**src/rtl/mcpwm_pkg.sv**
```systemverilog
package mcpwm_pkg;

  localparam int unsigned N_CARRIER = 4;

  typedef enum logic [1:0] {
    ARR_STACKED   = 2'd0,
    ARR_OPPOSED   = 2'd1,
    ARR_ALTERNATE = 2'd2,
    ARR_SHIFTED   = 2'd3
  } arr_mode_e;

  typedef enum logic [1:0] {
    SEED_LOW  = 2'd0,
    SEED_MID  = 2'd1,
    SEED_HIGH = 2'd2
  } seed_pt_e;

  typedef struct packed {
    seed_pt_e pt;
    logic     fall;
  } seed_t;

  // Start point and direction of carrier k for a given layout.
  function automatic seed_t carrier_seed(arr_mode_e m, int unsigned k);
    seed_t s;
    s.pt   = SEED_LOW;
    s.fall = 1'b0;
    unique case (m)
      ARR_STACKED: ;
      ARR_OPPOSED: begin
        if (k < 2) begin
          s.pt   = SEED_HIGH;
          s.fall = 1'b1;
        end
      end
      ARR_ALTERNATE: begin
        if (k % 2 == 1) begin
          s.pt   = SEED_HIGH;
          s.fall = 1'b1;
        end
      end
      ARR_SHIFTED: begin
        case (k)
          1:       begin s.pt = SEED_MID;  s.fall = 1'b0; end
          2:       begin s.pt = SEED_HIGH; s.fall = 1'b1; end
          3:       begin s.pt = SEED_MID;  s.fall = 1'b1; end
          default: begin s.pt = SEED_LOW;  s.fall = 1'b0; end
        endcase
      end
      default: ;
    endcase
    return s;
  endfunction

endpackage

```
**src/rtl/mcpwm_carrier.sv**
```systemverilog
module mcpwm_carrier
  import mcpwm_pkg::*;
#(
  parameter int unsigned CW  = 12,
  parameter int unsigned IDX = 0
) (
  input  logic          clk,
  input  logic          rst_n,
  input  logic          load_i,
  input  arr_mode_e     mode_i,
  input  logic [CW-1:0] top_i,
  output logic [CW-1:0] cnt_o
);

  logic [CW-1:0] cnt_q, cnt_d;
  logic          fall_q, fall_d;
  seed_t         seed;

  assign seed = carrier_seed(mode_i, IDX);

  always_comb begin
    cnt_d  = cnt_q;
    fall_d = fall_q;
    if (load_i) begin
      fall_d = seed.fall;
      unique case (seed.pt)
        SEED_MID:  cnt_d = top_i >> 1;
        SEED_HIGH: cnt_d = top_i;
        default:   cnt_d = '0;
      endcase
    end else if (top_i == '0) begin
      cnt_d  = '0;
      fall_d = 1'b0;
    end else if (!fall_q) begin
      if (cnt_q >= top_i) begin
        cnt_d  = cnt_q - 1'b1;
        fall_d = 1'b1;
      end else begin
        cnt_d  = cnt_q + 1'b1;
      end
    end else begin
      if (cnt_q == '0) begin
        cnt_d  = cnt_q + 1'b1;
        fall_d = 1'b0;
      end else begin
        cnt_d  = cnt_q - 1'b1;
      end
    end
  end

  always_ff @(posedge clk or negedge rst_n) begin
    if (!rst_n) begin
      cnt_q  <= '0;
      fall_q <= 1'b0;
    end else begin
      cnt_q  <= cnt_d;
      fall_q <= fall_d;
    end
  end

  assign cnt_o = cnt_q;

  // outside a load, a live carrier moves by exactly one count per clock
  a_r2_unit_step: assert property (@(posedge clk) disable iff (!rst_n)
    (!load_i && top_i != '0) |=>
      (cnt_q == $past(cnt_q) + 1'b1 || cnt_q == $past(cnt_q) - 1'b1));

endmodule

```
**src/rtl/mcpwm_compare.sv**
```systemverilog
module mcpwm_compare
  import mcpwm_pkg::*;
#(
  parameter int unsigned CW = 12,
  parameter int unsigned RW = CW + 2
) (
  input  logic                            clk,
  input  logic                            rst_n,
  input  arr_mode_e                       mode_i,
  input  logic [CW-1:0]                   top_i,
  input  logic signed [RW-1:0]            ref_i,
  input  logic [N_CARRIER-1:0][CW-1:0]    cnt_i,
  output logic [N_CARRIER-1:0]            cmp_o
);

  localparam int unsigned XW = CW + 4;

  logic signed [XW-1:0] topx;
  logic signed [XW-1:0] ref_ext;
  logic signed [XW-1:0] ref_lift;

  assign topx     = $signed({4'b0000, top_i});
  assign ref_ext  = XW'(ref_i);
  assign ref_lift = ref_ext + (topx <<< 1);

  for (genvar k = 0; k < N_CARRIER; k++) begin : g_cmp
    localparam logic signed [XW-1:0] KX = XW'(k);
    logic signed [XW-1:0] cntx;
    logic signed [XW-1:0] carrier_val;
    assign cntx = $signed({4'b0000, cnt_i[k]});
    always_comb begin
      if (mode_i == ARR_SHIFTED) carrier_val = cntx <<< 2;
      else                       carrier_val = topx * KX + cntx;
    end
    assign cmp_o[k] = (ref_lift > carrier_val);
  end

  // stacked bands never overlap, so the results form a thermometer code
  a_r7_stacked_thermo: assert property (@(posedge clk) disable iff (!rst_n)
    (mode_i != ARR_SHIFTED && cnt_i[0] <= top_i && cnt_i[1] <= top_i &&
     cnt_i[2] <= top_i && cnt_i[3] <= top_i) |->
      ((cmp_o[3:1] & ~cmp_o[2:0]) == 3'b000));

  // in the stacked in-phase layout all carriers move together
  a_r3_in_phase: assert property (@(posedge clk) disable iff (!rst_n)
    (mode_i == ARR_STACKED) |->
      (cnt_i[0] == cnt_i[1] && cnt_i[1] == cnt_i[2] && cnt_i[2] == cnt_i[3]));

endmodule

```
**src/rtl/mcpwm_gate_map.sv**
```systemverilog
module mcpwm_gate_map
  import mcpwm_pkg::*;
(
  input  logic                 clk,
  input  logic                 rst_n,
  input  arr_mode_e            mode_i,
  input  logic [N_CARRIER-1:0] cmp_i,
  output logic [7:0]           gate_o
);

  logic shifted;
  assign shifted = (mode_i == ARR_SHIFTED);

  for (genvar c = 0; c < 2; c++) begin : g_cell
    logic left_up, right_up;
    assign left_up  = shifted ? cmp_i[c]     : cmp_i[3-c];
    assign right_up = ~(shifted ? cmp_i[c+2] : cmp_i[c]);
    assign gate_o[4*c+0] = left_up;
    assign gate_o[4*c+1] = ~left_up;
    assign gate_o[4*c+2] = right_up;
    assign gate_o[4*c+3] = ~right_up;
  end

  // synthesized phase level tracks the count of true comparisons
  a_r10_level: assert property (@(posedge clk) disable iff (!rst_n)
    (int'(gate_o[0]) - int'(gate_o[2]) + int'(gate_o[4]) - int'(gate_o[6]))
      == ($countones(cmp_i) - 2));

endmodule

```
**src/rtl/mcpwm_gate_gen.sv**
```systemverilog
module mcpwm_gate_gen
  import mcpwm_pkg::*;
#(
  parameter int unsigned CW = 12,
  parameter int unsigned RW = CW + 2
) (
  input  logic                 clk,
  input  logic                 rst_n,
  input  logic [1:0]           mode_i,
  input  logic signed [RW-1:0] ref_i,
  input  logic [CW-1:0]        period_i,
  output logic [3:0]           cmp_o,
  output logic [7:0]           gate_o
);

  arr_mode_e                     mode_q, mode_d, mode_in;
  logic                          init_q;
  logic                          load;
  logic                          turn0;
  logic                          ref_en;
  logic signed [RW-1:0]          ref_q, ref_d;
  logic [N_CARRIER-1:0][CW-1:0]  cnt;

  assign mode_in = arr_mode_e'(mode_i);
  assign load    = init_q | (mode_in != mode_q);
  assign turn0   = (cnt[0] == '0) || (cnt[0] == period_i);
  assign ref_en  = load | turn0;

  always_comb begin
    mode_d = load   ? mode_in : mode_q;
    ref_d  = ref_en ? ref_i   : ref_q;
  end

  always_ff @(posedge clk or negedge rst_n) begin
    if (!rst_n) begin
      mode_q <= ARR_STACKED;
      init_q <= 1'b1;
      ref_q  <= '0;
    end else begin
      mode_q <= mode_d;
      init_q <= 1'b0;
      ref_q  <= ref_d;
    end
  end

  for (genvar k = 0; k < N_CARRIER; k++) begin : g_car
    mcpwm_carrier #(.CW(CW), .IDX(k)) u_car (
      .clk    (clk),
      .rst_n  (rst_n),
      .load_i (load),
      .mode_i (mode_in),
      .top_i  (period_i),
      .cnt_o  (cnt[k])
    );
  end

  mcpwm_compare #(.CW(CW), .RW(RW)) u_cmp (
    .clk    (clk),
    .rst_n  (rst_n),
    .mode_i (mode_q),
    .top_i  (period_i),
    .ref_i  (ref_q),
    .cnt_i  (cnt),
    .cmp_o  (cmp_o)
  );

  mcpwm_gate_map u_map (
    .clk    (clk),
    .rst_n  (rst_n),
    .mode_i (mode_q),
    .cmp_i  (cmp_o),
    .gate_o (gate_o)
  );

  // the latched reference only moves on a load or a carrier-0 turning point
  a_r8_ref_hold: assert property (@(posedge clk) disable iff (!rst_n)
    (!load && !turn0) |=> $stable(ref_q));

  // a mode change is adopted on the very next edge
  a_r11_adopt: assert property (@(posedge clk) disable iff (!rst_n)
    (mode_in != mode_q) |=> (mode_q == $past(mode_in)));

endmodule

```
**config.mk**
```make
export PLATFORM = sky130hd
export DESIGN_NAME = mcpwm_gate_gen
export DESIGN_NICKNAME = d
export VERILOG_FILES = /design/src/rtl/mcpwm_pkg.sv /design/src/rtl/mcpwm_carrier.sv /design/src/rtl/mcpwm_compare.sv /design/src/rtl/mcpwm_gate_map.sv /design/src/rtl/mcpwm_gate_gen.sv
export SDC_FILE = /design/constraint.sdc
export NUM_CORES = 1
export LEC_CHECK = 0
export ABC_AREA = 1
export BUFFER_PORTS_ARGS = -buffer_cell sky130_fd_sc_hd__buf_4
export CORE_MARGIN = 4
export CORE_UTILIZATION = 50
export DETAILED_ROUTE_END_ITERATION = 8
export PLACE_DENSITY = 0.66
export SLEW_MARGIN = 20
export SYNTH_ARGS = -nofsm -noshare
export SYNTH_HDL_FRONTEND = slang
export SYNTH_SLANG_ARGS = --single-unit
export TNS_END_PERCENT = 10
```
**constraint.sdc**
```tcl
create_clock -name clk -period 5.55 [get_ports clk]
set_clock_uncertainty 0.15 [all_clocks]
set_input_delay 0.555 -clock clk [delete_from_list [all_inputs] [get_ports clk]]
set_output_delay 0.555 -clock clk [all_outputs]
set_load 0.005 [all_outputs]
```
Yosys cells after proc, flatten, opt, wreduce, memory -nomap -nowiden
Cells that the tools add are included. W data, S select, Z words.

Add/sub/neg operators: 12. $mul: 1. Divide/modulo/power cells: 0. Magnitude comparators: 8. Equal/unequal tests: 14. Shifts and indexed selects: 0. Multiplexer cells: 56. Bitwise gates (word level): 6. Reduce and logical (&&, ||, !) cells: 7.

Operators with widths (number): $mux W12 (20); $pmux W12 S2 (4); $gt A16 B16 Y1 (4); $logic_not A12 Y1 (5); $add A12 B1 Y12 const B (4); $ge A12 B12 Y1 (4); $sub A12 B1 Y12 const B (4); $mux W14 (3); $mux W1 (24); $add A16 B13 Y16 (1); $mux W16 (1); $add A14 B14 Y15 (1); $add A13 B12 Y14 (1); $eq A2 B2 Y1 const B (7); $mul A12 B2 Y14 const B (1); $add A12 B12 Y13 (1); $eq A12 B12 Y1 (1); $pmux W3 S2 (2); $eq A2 B1 Y1 const B (5); $mux W3 (2); $not A1 Y1 (4); $ne A2 B2 Y1 (1); $or A1 B1 Y1 (2); $reduce_or A2 Y1 (1); $logic_or A1 B1 Y1 (1).

Bits in registers: 69. Latch bits: 0. Memory bits (writable): 0. Bits in read-only memories: 0. Input port bits: 30. Output and inout port bits: 12. Word-level logic and storage cells: 115. Memories kept: 0.

Depth between registers and ports, before layout
Gate-level depths: netlist (run 1).

Depth after elaboration: 6. Mapped depth: 30. Gate-level depth less buffers: 29.

Hierarchy
From an unflattened synthesis (run 1), not the netlist that was laid out.

Cells, all modules: 1858. Area, all modules: 11898.9 µm².

Modules (own cells, without submodules): mcpwm_compare (instances 1, cells each 717, area each 4361.7 µm², sequential area each 0.0 µm²); mcpwm_carrier at g_car[1].u_car (instances 1, cells each 255, area each 1659.1 µm², sequential area each 325.3 µm²); mcpwm_carrier at g_car[3].u_car (instances 1, cells each 241, area each 1601.5 µm², sequential area each 325.3 µm²); mcpwm_carrier at g_car[2].u_car (instances 1, cells each 235, area each 1549.0 µm², sequential area each 325.3 µm²); mcpwm_carrier at g_car[0].u_car (instances 1, cells each 236, area each 1545.2 µm², sequential area each 325.3 µm²); mcpwm_gate_gen (instances 1, cells each 139, area each 994.7 µm², sequential area each 426.7 µm²); mcpwm_gate_map (instances 1, cells each 35, area each 187.7 µm², sequential area each 0.0 µm²).

Least setup slack after synthesis (run 1)
Ideal clock, no wire load.

Path kind: input port to output port. From: input port period_i[0]. To: output port gate_o[0]. Arrival time: 4.001 ns. Data required time: 4.845 ns. Slack: 0.844 ns. Stages on the path: 29. Buffers on the path: 1. Path through: ha_1 inv_1 fa_1 nand3b_1 nand2_1 nand2_1 nand2_1 a21oi_1 o21ai_0 xor2_1 ha_1 inv_1 nor3_1 nand3_1 nand3_1 nand2_1 nand2_1 nand2_1 nor2_1 a21oi_1 ha_1 nand2_1 inv_1 nand4_1 nand3b_1 a21boi_0 nand4_1 nand2_1 buf_4.

Cells in the longest elaborated chain, start to end: 5. Elaborated cells between the ends (all ways): 7. Classes of those cells: 2 x add/sub; 1 x mul; 2 x order compare; 2 x mux.

RTL lines: start, declared (RTL line mcpwm_gate_gen.sv:11) `input logic [CW-1:0] period_i,`; $mul A12 B2 Y14 (RTL line mcpwm_compare.sv:33) `else carrier_val = topx * KX + cntx;`; $add A16 B13 Y16 (RTL line mcpwm_compare.sv:33); $mux W16 (RTL line mcpwm_compare.sv:32) `if (mode_i == ARR_SHIFTED) carrier_val = cntx <<< 2;`; $gt A16 B16 Y1 (RTL line mcpwm_compare.sv:35) `assign cmp_o[k] = (ref_lift > carrier_val);`; $mux W1 * (RTL line mcpwm_gate_map.sv:16) `assign left_up = shifted ? cmp_i[c] : cmp_i[3-c];`; end, declared (RTL line mcpwm_gate_gen.sv:13) `output logic [7:0] gate_o`.

Every way passes the cells marked *; elsewhere a longest branch is shown, timed or not.

Worst setup path after layout (run 1)
From: input port period_i[1]. To: output port gate_o[1].

Cells in the longest elaborated chain, start to end: 6. Elaborated cells between the ends (all ways): 8. Classes of those cells: 2 x add/sub; 1 x mul; 2 x order compare; 2 x mux; 1 x bitwise.

RTL lines: $mul A12 B2 Y14 (RTL line mcpwm_compare.sv:33); $add A16 B13 Y16 (RTL line mcpwm_compare.sv:33); $mux W16 (RTL line mcpwm_compare.sv:32); $gt A16 B16 Y1 (RTL line mcpwm_compare.sv:35); $mux W1 * (RTL line mcpwm_gate_map.sv:16); $not A1 Y1 * (RTL line mcpwm_gate_map.sv:19) `assign gate_o[4*c+1] = ~left_up;`.

Marks and branches as above.

==> impl_metrics.yaml, run 1 <==
run_status:
  outcome: "finished clean"
logic_synthesis:
  synth_xor_xnor_area_share_pct: 7.518
  async_flop_share_pct: 100.0
  synth-main-ff-cell: "dfrtp_1"
  synth.area.top_cells: "ha_1, nand2_1, dfrtp_1, inv_1, xor2_1"
  yosysWarnings: 0
  synth-simple-area-share_pct: 31.82
  synth-edff-count: 0
  synthesis.nets: 1997
  yosys.area.top_type_share_pct: 20.29
  synth_top_family_by_area: "simple AND/OR/NAND/NOR gates"
  synth.avg_cell_area_um2: 6.498
  yosysTopAreaCell: "ha_1"
  synth-adder-area-share_pct: 21.15
  synth_seq_area_share_pct: 14.98
  synth.distinct_cells: 57
  synth_compound_area_share_pct: 14.37
  muxShareOfSynthArea_pct: 1.367
  synth_area_mm2: 0.01153
  synth-seq-cells: 69
  syn_inst: 1775
floorplan:
  ios: 42
  die_y_um: 159.9
  die_area_mm2: 0.02556
  coreArea_mm2: 0.02264
  placementRows: 55
  initial_core_util_pct: 50.94
  die-width_um: 159.9
clock_tree:
  clkSinkCount: 69
  ctsHoldBuffers: 0
  clockBufferDepth: 2
  htree_levels: 3
  path_clk_slew_ns: 0.06
  cts_buffers: 9
  clk-insertion-delay-late_ns: 0.35
  cts_root_buf: "clkbuf_16"
  cts_tree: "built"
route:
  wl_per_cell_um: 19.16
  wl_met2_um: 17680
  postRouteAntennaNets: 0
  top_layer_used: "met4"
  drt_iter0_drc: 1164
  drt-met1-wl_um: 17560
  vias: 12167
  vias_per_cell: 5.808
  drc_errors: 0
  wl_met3_um: 3137
  first_pass_iters: 5
  routed_wl_um: 40140
grt:
  globalRouteTotalUtil_pct: 30.81
  antenna_found_initial: 0
  grt_pass1_vias: 11268
  grt_max_degree: 89
  grt_first_pass_wirelength_um: 61780
  grt_overflow: 0
min_path:
  hold_class: "input port to asynchronous set/reset pin"
cells_and_area:
  drive_gt1_share_pct: 7.680
  design_area_mm2: 0.01243
  areaGrowthSynthToFinish_pct: 7.811
  utilization_pct: 54.92
  fin_nets: 2027
  final_common_cell: "nand2_1"
  multi_input_comb_area_mm2: 0.008828
  ff_latch_area_mm2: 0.001728
  final_cell_mix: "nand2_1, inv_1, ha_1"
  fillers: 2302
  antenna_cells: 0
setup_path:
  cp-start-kind: "input port"
  worstPathArrival_ns: 4.48
  crit_path_max_fanout: 4
  slowest_delay_ns: 0.40
  critPathCaptureType: "output pin"
  required_ns: 4.85
  crit_top_cell: "nand2_1"
  cp_slowest_cell: "fa_1"
  worst-setup-path-type: "input port to output pin"
place:
  placed_area_mm2: 0.01211
  gp_congestion: 0.9610
  io_buffers: 41
  dp_hpwl_um: 30840
timing:
  maxSlewHeadroom_pct: 40.64
  period_minus_slack_ns: 5.183
  report.final.slew_viol_count: 0
  hold_violations: 0
  fmax_mhz: 193.0
  finalCritPeriodShare_pct: 93.38
  setup_viol: 0
  worstMarginPinSlew_ns: 0.8904
  tns_ns: 0
run:
  max_cap_viol_count: 0
power_and_ir_drop:
  vdd_ir_drop_max_v: 0.0001632
  power_density_mw_per_mm2: 261.6
  power_leakage_nw: 6.600
-- flip-flops by register name, indices dropped and copies added (netlist names) --
register            cells
mode_q                  2
ref_q                  14
init_q                  1
g_car.u_car.cnt_o      48
g_car.u_car.fall_q      4
-- layout make-up --
type	count	area share (%)
multi-input combinational	1461	71.00
clock buffer	10	1.841
timing repair buffer	66	4.015
sequential	69	13.90
inverter	198	5.987
tap	285	2.868
clock inverter	6	0.3924
-- per-layer routing --
metal / global-route usage [%] / vias up
met5: 0 / -
met4: 13.06 / 0
met3: 4.645 / 105
met2: 49.30 / 511
met1: 41.56 / 5600
li1: - / 5951
-- metrics by stage --
step                      instances  hold WS [ns]  setup slack [ns]  power, mW
after global placement         2077        0.3483            0.1867      2.614
after floorplan                1775        0.1094            0.8435      2.097
after global routing           2095        0.1492         -0.007532      3.563
final                          2095       0.09254            0.3673      3.253
after CTS                      2093        0.1737            0.1204      3.216
after detailed placement       2077        0.3498            0.1393      2.644
-- critical path: cells and delay by family --
family,cells,cell delay (ns)
AOI/OAI and AO/OA,5,0.67
xor gates and xnor gates,2,0.24
adders and majority gates,4,1.21
buffers and inverters,4,0.37
and+or+nand+nor,14,1.42
-- path summary, 6_finish.rpt --
| kind | from | slack (ns) | to | cells past startpoint |
|---|---|---|---|---|
| worst max-delay path | period_i[1] | 0.37 | gate_o[1] | 29 |
| worst min-delay path | rst_n | 0.09 | ref_q[10] | 1 |
| worst max register to register | mode_q[0] | 2.50 | g_car[3].u_car.cnt_o[2] | 10 |
| worst min register to register | ref_q[11] | 0.37 | ref_q[11] | 1 |
| max in group asynchronous | rst_n | 4.66 | g_car[1].u_car.cnt_o[0] | 1 |
| min in group clk | mode_i[1] | 0.18 | mode_q[1] | 1 |
-- synth_stat cells (2+ instances only) --
master	instances
or2_2	4
nand3_2	4
and2_1	2
nand2_2	3
nand4_1	39
o22ai_1	3
nand2_1	469
a21oi_2	2
nor3_4	2
mux2_2	6
nand2_4	2
inv_1	191
xor2_1	78
fa_1	5
clkbuf_1	18
buf_2	12
a31oi_1	10
ha_1	187
nand3b_1	6
inv_2	5
buf_1	2
o21ai_1	10
nor2_2	3
nor3_1	23
mux2_4	6
dfrtp_1	68
a211oi_1	2
o21bai_1	5
o21ai_0	121
a21o_1	5
nand4_2	2
xnor2_1	21
buf_6	6
o21a_1	11
a21oi_1	122
o211ai_1	8
nand3_1	117
clkbuf_2	2
a21boi_0	2
nor2_1	163
buf_4	7
o31a_1	2
nor3_2	5
-- where the power goes --
part / leakage [nW] / switching (mW) / internal [mW]
sequential: 0.874 / 0.137 / 0.556
clock: 0.125 / 0.251 / 0.306
combinational: 5.60 / 1.24 / 0.760
-- cells by family after synthesis --
| kind of cell | Yosys count |
|---|---|
| fa+ha+maj | 192 |
| mux | 12 |
| xor+xnor | 99 |
| other cells | 1 |
| compound gates | 306 |
| flops | 69 |
| buf+inv | 245 |
| simple gates | 851 |
-- repair_timing --
action                     CTS  global route
buffers inserted             0             2
setup endpoints to repair    0             5
gates resized for setup      0            11
No activity file was read; power rests on OpenSTA's default activity.
==> run 2, diff against run 1 <==
- CORE_ASPECT_RATIO: default -> 0.5
==> run 2 against run 1 <==
Compared with the run above: first-iteration DRC count rose by 9.9%; flip-flop and latch count did not move; critical path depth fell by 2; die area rose by 0.58%; non-clock buffer count rose by 1; wire length rose by 6.0%; critical endpoint is now gate_o[7]; largest power group unchanged.
==> impl_metrics.yaml, run 2 (synthesis gave the netlist of run 1 again) <==
setup_path:
  crit_buf_inv: 5
  critPathCaptureType: "output pin"
  worst-setup-path-type: "input port to output pin"
  critPathTopFamily: "adder cells"
  cp-start-kind: "input port"
  worstPathArrival_ns: 4.58
  crit_path_max_fanout: 4
  slowest_delay_ns: 0.48
  required_ns: 4.85
  crit_top_cell: "nand2_1"
  crit_start: "period_i[2]"
  timing.rr.start: "mode_q[0]"
  cp_slowest_cell: "fa_1"
place:
  io_buffers: 41
  dp_hpwl_um: 33290
  gp_congestion: 0.9701
timing:
  period_minus_slack_ns: 5.289
  fin_hold_ws_ns: 0.1800
  report.final.slew_viol_count: 0
  tns_ns: 0
  worstMarginPinSlew_ns: 0.9750
  maxSlewHeadroom_pct: 34.54
  setup_viol: 0
  rsz0062_at_grt: "true"
  hold_violations: 0
  finalCritPeriodShare_pct: 95.30
  fmax_mhz: 189.1
floorplan:
  ios: 42
  placementRows: 38
  die_area_mm2: 0.02571
  die_y_um: 115.4
  coreArea_mm2: 0.02216
  initial_core_util_pct: 52.06
  die-width_um: 222.8
power_and_ir_drop:
  power.total_mw: 3.414
  power_density_mw_per_mm2: 272.7
  vdd_ir_drop_max_v: 0.0001702
  power_leakage_nw: 6.633
cells_and_area:
  fillers: 2268
  drive_gt1_share_pct: 7.675
  final_common_cell: "nand2_1"
  areaGrowthSynthToFinish_pct: 8.560
  largest_register_ffs: 48
  final_cell_mix: "nand2_1, inv_1, ha_1"
  utilization_pct: 56.51
  fin_nets: 2028
route:
  drc_errors: 0
  routed_wl_um: 42530
  wl_per_cell_um: 20.14
  drt_iter0_drc: 1279
  first_pass_iters: 5
  vias: 12489
  postRouteAntennaNets: 0
  vias_per_cell: 5.913
clock_tree:
  clkSinkCount: 69
  cts_tree: "built"
  cts_buffers: 9
  cts_root_buf: "clkbuf_16"
  htree_levels: 3
  path_clk_slew_ns: 0.06
  clk-insertion-delay-late_ns: 0.37
  clockBufferDepth: 2
run_status:
  outcome: "finished clean"
min_path:
  hold_class: "input port to flop"
  min_from: "mode_i[1]"
grt:
  antenna_found_initial: 1
  grt_pass1_vias: 11798
  grt_max_degree: 89
  globalRouteTotalUtil_pct: 32.92
  grt_first_pass_wirelength_um: 65570
  grt_overflow: 0
run:
  max_cap_viol_count: 0
## run 2: repair_timing
action,4_1_cts,5_1_grt
buffers inserted,0,3
hold endpoints to repair,16,0
resized for setup,0,11
hold buffers,1,0
setup endpoints to repair,0,5
## run 2: final timing paths
check	to	cells past startpoint	slack [ns]
max in group asynchronous	g_car[0].u_car.cnt_o[0]	3	3.72
worst min-delay path	mode_q[1]	1	0.18
worst max register to register	g_car[3].u_car.cnt_o[2]	11	2.84
min in group asynchronous	g_car[3].u_car.cnt_o[7]	2	0.45
worst max-delay path	gate_o[7]	27	0.26
worst min register to register	ref_q[12]	1	0.38
## run 2: area by class of cell
type | count | area [um^2] | share of cell area (%)
multi-input cells | 1461 | 8836 | 70.57
flip-flops and latches | 69 | 1728 | 13.80
inverters | 198 | 748.2 | 5.976
repair buffers | 67 | 505.5 | 4.037
well taps | 300 | 375.4 | 2.998
clock buffers | 11 | 242.7 | 1.939
clock inverters | 5 | 82.58 | 0.6595
diodes | 1 | 2.502 | 0.01999
## run 2: layer usage
metal | global-route usage, % | share of wire [%]
met2 | 50.26 | 41
met4 | 11.94 | 3.3
met3 | 7.755 | 10
met5 | 0 | 0
met1 | 45.82 | 46
## run 2: worst register-to-register path: stages, from the launching register on
cell,delay [ns]
dfrtp_1,0.41
inv_1,0.06
nor2_1,0.04
nor3_2,0.16
nand3_2,0.19
inv_2,0.47
nand2_2,0.08
buf_4,0.27
inv_2,0.44
o211a_1,0.24
nand3_1,0.08
nand2_1,0.06
## run 2: metrics by stage
stage	cells	instance area, um^2	setup slack, ns
after floorplan	1775	11530	0.8435
after global placement	2091	12120	0.2762
after detailed placement	2091	12120	0.1311
after CTS	2108	12450	0.09289
after global routing	2111	12520	-0.01040
final	2112	12520	0.2610
## run 2: power by group
group | leakage (nW) | internal (mW) | switching, mW
sequential | 0.874 | 0.556 | 0.143
combinational | 5.60 | 0.765 | 1.29
clock | 0.160 | 0.407 | 0.253
